$ cat config.mk
export PLATFORM = sky130hd
export DESIGN_NAME = baud_tick_sel
export DESIGN_NICKNAME = d
export VERILOG_FILES = /design/src/rtl/bt_pkg.sv /design/src/rtl/bt_osc_div.sv /design/src/rtl/bt_t1_stage.sv /design/src/rtl/bt_dir_tick.sv /design/src/rtl/baud_tick_sel.sv
export SDC_FILE = /design/constraint.sdc
export NUM_CORES = 1
export LEC_CHECK = 0
export ABC_AREA = 1
export ABC_CLOCK_PERIOD_IN_PS = 1720
export BUFFER_PORTS_ARGS = -buffer_cell sky130_fd_sc_hd__buf_2
export CAP_MARGIN = 20
export CORE_AREA = 2 2 39 41
export CTS_CLUSTER_SIZE = 14
export DETAILED_ROUTE_END_ITERATION = 8
export DIE_AREA = 0 0 41 43
export PLACE_DENSITY = 0.78
export SYNTH_ARGS = -nofsm -noshare
export SYNTH_HDL_FRONTEND = slang
export SYNTH_SLANG_ARGS = --single-unit
$ cat constraint.sdc
create_clock -name clk -period 1.72 [get_ports clk]
set_input_delay 0.172 -clock clk [delete_from_list [all_inputs] [get_ports clk]]
set_output_delay 0.172 -clock clk [all_outputs]
set_load 0.1 [all_outputs]
$ cat src/rtl/bt_pkg.sv
package bt_pkg;

  typedef enum logic [1:0] {
    MODE_SHIFT = 2'd0,
    MODE_TMR8  = 2'd1,
    MODE_FIX9  = 2'd2,
    MODE_TMR9  = 2'd3
  } bt_mode_e;

  typedef struct packed {
    logic dbl;
    logic rx_t2;
    logic tx_t2;
  } bt_ctrl_t;

  function automatic bt_ctrl_t bt_decode(input logic dbl_bit, input logic rx_bit,
                                         input logic tx_bit);
    bt_ctrl_t c;
    c.dbl   = dbl_bit;
    c.rx_t2 = rx_bit;
    c.tx_t2 = tx_bit;
    return c;
  endfunction

endpackage

$ cat src/rtl/bt_osc_div.sv
module bt_osc_div
  import bt_pkg::*;
#(
  parameter int M0_DIV  = 12,
  parameter int M2_TICK = 4
) (
  input  logic     clk,
  input  logic     rst_n,
  input  logic     osc_en,
  input  bt_mode_e mode,
  input  logic     dbl,
  output logic     fire_m0,
  output logic     fire_m2
);

  localparam int MAXDIV = (M0_DIV > M2_TICK) ? M0_DIV : M2_TICK;
  localparam int CNT_W  = (MAXDIV > 2) ? $clog2(MAXDIV) : 1;

  logic [CNT_W-1:0] cnt_q, cnt_d;
  logic [CNT_W-1:0] last;
  bt_mode_e         mode_q;
  logic             fire;

  always_comb begin
    if (mode == MODE_SHIFT)
      last = CNT_W'(M0_DIV - 1);
    else if (dbl)
      last = CNT_W'(M2_TICK / 2 - 1);
    else
      last = CNT_W'(M2_TICK - 1);
  end

  always_comb begin
    cnt_d = cnt_q;
    fire  = 1'b0;
    if ((mode != mode_q) || mode[0]) begin
      cnt_d = '0;
    end else if (osc_en) begin
      if (cnt_q >= last) begin
        cnt_d = '0;
        fire  = 1'b1;
      end else begin
        cnt_d = cnt_q + 1'b1;
      end
    end
  end

  assign fire_m0 = fire && (mode == MODE_SHIFT);
  assign fire_m2 = fire && (mode == MODE_FIX9);

  always_ff @(posedge clk or negedge rst_n) begin
    if (!rst_n) begin
      cnt_q  <= '0;
      mode_q <= MODE_SHIFT;
    end else begin
      cnt_q  <= cnt_d;
      mode_q <= mode;
    end
  end

endmodule

$ cat src/rtl/bt_t1_stage.sv
module bt_t1_stage #(
  parameter int T1_DIV = 2
) (
  input  logic clk,
  input  logic rst_n,
  input  logic t1_ovf,
  input  logic dbl,
  output logic t1_fire
);

  localparam int PW = (T1_DIV > 2) ? $clog2(T1_DIV) : 1;

  logic [PW-1:0] pre_q, pre_d;
  logic          at_end;

  assign at_end  = (pre_q == PW'(T1_DIV - 1));
  assign t1_fire = t1_ovf && (dbl || at_end);

  always_comb begin
    pre_d = pre_q;
    if (t1_ovf)
      pre_d = at_end ? '0 : pre_q + 1'b1;
  end

  always_ff @(posedge clk or negedge rst_n) begin
    if (!rst_n) pre_q <= '0;
    else        pre_q <= pre_d;
  end

endmodule

$ cat src/rtl/bt_dir_tick.sv
module bt_dir_tick
  import bt_pkg::*;
(
  input  logic     clk,
  input  logic     rst_n,
  input  bt_mode_e mode,
  input  logic     use_t2,
  input  logic     t2_ovf,
  input  logic     t1_fire,
  input  logic     m2_fire,
  output logic     tick
);

  logic tick_d;

  always_comb begin
    if (mode[0]) tick_d = use_t2 ? t2_ovf : t1_fire;
    else         tick_d = m2_fire;
  end

  always_ff @(posedge clk or negedge rst_n) begin
    if (!rst_n) tick <= 1'b0;
    else        tick <= tick_d;
  end

endmodule

$ cat src/rtl/baud_tick_sel.sv
module baud_tick_sel
  import bt_pkg::*;
#(
  parameter int OVS    = 16,
  parameter int M0_DIV = 12,
  parameter int M2_DIV = 64,
  parameter int T1_DIV = 2
) (
  input  logic       clk,
  input  logic       rst_n,
  input  logic       osc_en,
  input  logic       t1_ovf,
  input  logic       t2_ovf,
  input  logic [1:0] mode,
  input  logic [7:0] ctrl_reg,
  output logic       rx_tick16,
  output logic       tx_tick16,
  output logic       shift_en
);

  localparam int M2_TICK = M2_DIV / OVS;
  localparam int NDIR    = 2;

  bt_mode_e  mode_e;
  bt_ctrl_t  ctl;
  logic      fire_m0, fire_m2, t1_fire;
  logic      shift_d;
  logic      unused_rsvd;
  logic [NDIR-1:0] dir_sel;
  logic [NDIR-1:0] dir_tick;

  assign mode_e      = bt_mode_e'(mode);
  assign ctl         = bt_decode(ctrl_reg[7], ctrl_reg[5], ctrl_reg[4]);
  assign unused_rsvd = ^{ctrl_reg[6], ctrl_reg[3:0]};

  bt_osc_div #(.M0_DIV(M0_DIV), .M2_TICK(M2_TICK)) u_osc (
    .clk(clk), .rst_n(rst_n), .osc_en(osc_en), .mode(mode_e), .dbl(ctl.dbl),
    .fire_m0(fire_m0), .fire_m2(fire_m2)
  );

  bt_t1_stage #(.T1_DIV(T1_DIV)) u_t1 (
    .clk(clk), .rst_n(rst_n), .t1_ovf(t1_ovf), .dbl(ctl.dbl), .t1_fire(t1_fire)
  );

  // index 0 = receive, index 1 = transmit
  assign dir_sel = {ctl.tx_t2, ctl.rx_t2};

  for (genvar d = 0; d < NDIR; d++) begin : g_dir
    bt_dir_tick u_tick (
      .clk(clk), .rst_n(rst_n), .mode(mode_e), .use_t2(dir_sel[d]),
      .t2_ovf(t2_ovf), .t1_fire(t1_fire), .m2_fire(fire_m2), .tick(dir_tick[d])
    );
  end

  assign rx_tick16 = dir_tick[0];
  assign tx_tick16 = dir_tick[1];

  assign shift_d = fire_m0;

  always_ff @(posedge clk or negedge rst_n) begin
    if (!rst_n) shift_en <= 1'b0;
    else        shift_en <= shift_d;
  end

endmodule

# Word-level counts from Yosys, hierarchy flattened
# Index checks and enable logic that the tools add are counted.
[word_totals]
wordCells = 31
mem_bits_rw = 0
ff_bits = 10
out_inout_bits = 3
rom_bits = 0
mem_count = 0
latch_bits = 0
in_bits = 15
[classes]
order_cmp = 1
n_reduce_logical = 7
muxes = 13
n_addsub = 2
shift = 0
bitwise = 0
multipliers = 0
div = 0
n_eq_ne = 2
[ops]
columns = ["operator", "n"]
rows = [
  ["$mux 4", 4],
  ["$mux 1", 8],
  ["$add 4x1->4 const B", 1],
  ["$ge 4x4->1", 1],
  ["$logic_and 1x1->1", 3],
  ["$eq 2x2->1 const B", 1],
  ["$logic_not 2->1", 1],
  ["$logic_or 1x1->1", 2],
  ["$mux 2", 1],
  ["$ne 2x2->1", 1],
  ["$reduce_bool 2->1", 1],
  ["$add 1x1->1 const B", 1],
]

# Longest topological paths before layout
[logic_depth]
ltp_word = 8
ltp_mapped = 9
ltp_nobuf = 9

# By module
# From an unflattened synthesis, not the netlist that was laid out.
[hier_totals]
hier_cells = 86
area_unflattened_um2 = 616.8
[modules_own_cells]
columns = ["module", "area_each_um2", "n_inst", "cells_each", "seq_area_each_um2"]
rows = [
  ["bt_osc_div", 416.6, 1, 56, 150.1],
  ["bt_dir_tick", 60.1, 2, 10, 25.0],
  ["bt_t1_stage", 55.1, 1, 9, 25.0],
  ["baud_tick_sel", 25.0, 1, 1, 25.0],
]

# Worst setup path after synthesis
# OpenSTA, ideal clock, no wires.
[synth_path]
path_type = "input -> register"
start = "in mode[0]"
end = "reg u_osc.cnt_q[3]"
setup_slack_ns = 0.481
t_required_ns = 1.603
setup_time_ns = 0.117
arrival_ns = 1.122
path_stages = 9
n_path_buf = 0
cell_sequence = "or2_1 ha_1 inv_1 nor2_1 nand2_1 nand2_1 inv_1 nand3_1 nand2_1"
[synth_via]
elab_chain_cells = 6
elab_cells_between_ends = 9
cone_classes = "order compare (1); eq/ne (1); mux (4); reduce/logical (3)"
[synth_lines]
columns = ["element", "line", "rtl"]
rows = [
  ["start, declared", "baud_tick_sel.sv:14", "input logic [1:0] mode,"],
  ["$logic_not 2->1", "bt_osc_div.sv:25", "if (mode == MODE_SHIFT)"],
  ["$mux 4", "bt_osc_div.sv:25", ""],
  ["$ge 4x4->1", "bt_osc_div.sv:39", "if (cnt_q >= last) begin"],
  ["$mux 4", "bt_osc_div.sv:39", ""],
  ["$mux 4", "bt_osc_div.sv:38", "end else if (osc_en) begin"],
  ["$mux 4", "bt_osc_div.sv:36", "if ((mode != mode_q) || mode[0]) begin"],
  ["end signal, assigned", "bt_osc_div.sv:56", "cnt_q <= cnt_d;"],
  ["end, declared", "bt_osc_div.sv:19", "logic [CNT_W-1:0] cnt_q, cnt_d;"],
]
# Parallel ways exist; a longest one is shown, timed or not. The select of a mux whose other input is x is not followed.
# A chain may end at the register's enable or synchronous reset.

# Worst setup path in the final report
[layout_path]
start = "reg u_osc.cnt_q[3]"
end = "reg u_osc.cnt_q[3]"
[layout_via]
elab_chain_cells = 4
elab_cells_between_ends = 5
cone_classes = "add/sub (1); order compare (1); mux (3)"
[layout_lines]
columns = ["element", "line"]
rows = [
  ["$add 4x1->4 / $ge 4x4->1 (equally long branches)", "bt_osc_div.sv:43, bt_osc_div.sv:39"],
  ["$mux 4 *", "bt_osc_div.sv:39"],
  ["$mux 4 *", "bt_osc_div.sv:38"],
  ["$mux 4 *", "bt_osc_div.sv:36"],
]
# Mark *: on every way between the ends. The rest lies on a longest branch, timed or not. The select of a mux whose other input is x is not followed.

==> out/results.ini <==
[clock_network]
worstSkewPairLatency_ns = 0.26
clockRootBuffer = clkbuf_4
cts_tree = built
numCtsBuffers = 3
clk_pin_slew_ns = 0.06
ctsHtreeMaxLevel = 1
clock-sinks = 10
post_cts_resized = 0
clk_path_buf_depth = 2

[drt]
viasPerCell = 4.85
drc = 0
drt_iter0_markers = 8
drtPass1Iterations = 4
drt_wl_total_mm = 1.04
vias = 504
detail_route.wl_per_cell_um = 10.0
ant_nets = 0

[timing]
skew_ns = 0.00124
setup_viol = 0
fin_crit_ns = 1.36
grt_setup_unrepaired = no
tns_ns = 0
fin_crit_sh = 0.788
slew_headroom = 0.679
maxSlewViolCount = 0
hold_violations = 0
tightest_slew_ns = 0.485
fmax_mhz = 738

[place]
portBuffers = 12
place_hpwl_um = 846
place.gp.congestion = 0.758

[synth]
yosysUniqueCellTypes = 18
synth_area_um2 = 559
ys_ff_latch = 10
syn_area_per_cell_um2 = 7.77
synthCells = 72
syn_nets = 90
yosys_warnings = 0
ys_seq_area_frac = 0.447

[floorplan]
ios = 18
dieHeight_um = 43
floorplan.rows = 14
start_util = 0.404
die_w_um = 41
die_area_um2 = 1760
design.core.area_um2 = 1380

[finish]
seq_area_um2 = 250
num-nets-final = 108
syn2layout_area_growth_pct = 20.1
fill_cells = 133
antennaDiodeCount = 0
drive_above_1_share = 0.250
multi_input_area_um2 = 275

[global_routing]
grt.total_usage = 0.153
antenna_found_initial = 0
grt_pass1_wl_mm = 1.70
grt_max_degree = 11
grt_pass1_vias = 422
grt_overflow_total = 0

[power_and_ir_drop]
power_density_nw_per_um2 = 773
power_mw = 0.519
p_leak_nw = 0.385
vdd_drop_max_mv = 0.522

[setup_path]
crit_path_end_kind = flop
critPathKind = reg2reg
critPathLaunchType = flop
cpLargestDelayFamily = simple AND/OR/NAND/NOR gates
path_buf_inv = 2
cp_cell_sequence = ha_1, inv_1, nor2_1, nand2_1, nand2_1, inv_1, nand3_1, nand2_1
cp_slowest_stage_delay_ns = 0.41
cp_data_required_time_ns = 1.87
cp_slowest_cell = dfrtp_1
cp_max_fo = 5
cp.arrival_ns = 1.51
crit_top_cell = nand2_1
reg2reg_slack_ns = 0.36

[run_status]
status = complete, no violations

[worst_hold_path]
hold_path_class = in2reg

[run]
max_cap_viol_count = 0

where the power goes:
| group | internal (mW) | leakage, nW | switching, mW | total, mW |
|---|---|---|---|---|
| logic | 0.0297 | 0.240 | 0.0668 | 0.0965 |
| clock network | 0.0805 | 0.0138 | 0.0738 | 0.154 |
| registers | 0.255 | 0.131 | 0.0140 | 0.269 |
| total | 0.365 | 0.385 | 0.155 | 0.519 |
sequential cells by signal, summed over array words and instances, names as in the netlist:
signal             cells
u_osc.cnt_q            4
g_dir.u_tick.tick      2
u_osc.mode_q           2
shift_en               1
u_t1.at_end            1
Yosys cell counts, drive strengths merged:
cell type | instances | share of area
nor2 | 9 | 0.083
or2 | 1 | 0.011
a21oi | 1 | 0.0089
inv | 9 | 0.060
xnor2 | 1 | 0.016
o21a | 1 | 0.013
o21ai | 3 | 0.027
xor2 | 1 | 0.016
nand4 | 1 | 0.011
ha | 3 | 0.067
dfrtp | 10 | 0.45
nand2 | 25 | 0.18
nand3 | 7 | 0.063
repair_timing:
| item | 4_1_cts | 5_1_grt |
|---|---|---|
| hold buffers | 1 | 0 |
| hold endpoints to repair | 10 | 0 |
| buffers inserted | 0 | 0 |
stage by stage:
stage	instances	utilization	worst slack, ns	area [um^2]	hold WS [ns]
after CTS	104	0.486	0.365	672	0.0655
final	104	0.486	0.364	672	0.0734
after detailed placement	100	0.462	0.219	639	0.0429
after global routing	104	0.486	0.270	672	0.0595
after floorplan	72	-	0.481	559	-0.124
after global placement	100	0.462	0.257	639	0.0400
path summary, 6_finish.rpt:
check	startpoint	end	depth (start not counted)
hold reg to reg	u_t1.at_end	u_t1.at_end	1
max in group asynchronous	rst_n	g_dir[0].u_tick.tick	2
min in group asynchronous	rst_n	u_osc.cnt_q[2]	2
setup / recovery	u_osc.cnt_q[3]	u_osc.cnt_q[3]	8
setup reg to reg	u_osc.cnt_q[3]	u_osc.cnt_q[3]	8
hold / removal	mode[1]	u_osc.mode_q[1]	1
final cells by class:
type                       instances  share of cell area
clock buffer                       3              0.0335
inverter                           9              0.0503
multi-input combinational         53               0.410
sequential                        10               0.372
tap                               16              0.0298
timing repair buffer              13               0.104
routing by layer:
layer  share of wire  up-vias  global-route usage
li1                -      260                   -
met1            0.43      228               0.171
met2            0.49       12               0.225
met3           0.043        4              0.0471
met4           0.035        0               0.120
met5               0        -                   0
placed cells by master, fill, tap and decap left out, types with 2 or more instances in the layout:
master     n
inv_1      7
inv_2      2
buf_2     12
nor2_1     6
nand2_1   23
clkbuf_4   3
dfrtp_1   10
o21ai_0    2
nand2_2    2
nand3_1    7
ha_1       3
nor2_2     2
cells by family (layout without fill, tap and decap cells):
family,Yosys count,after routing,synth area share
XOR/XNOR,2,2,0.0313
AND/OR/NAND/NOR,43,43,0.345
AO/OA/AOI/OAI,5,5,0.0492
adder cells (fa/ha/maj),3,3,0.0671
buffers and inverters,9,25,0.0604
flip-flops,10,10,0.447
No activity file was read; power rests on OpenSTA's default activity.
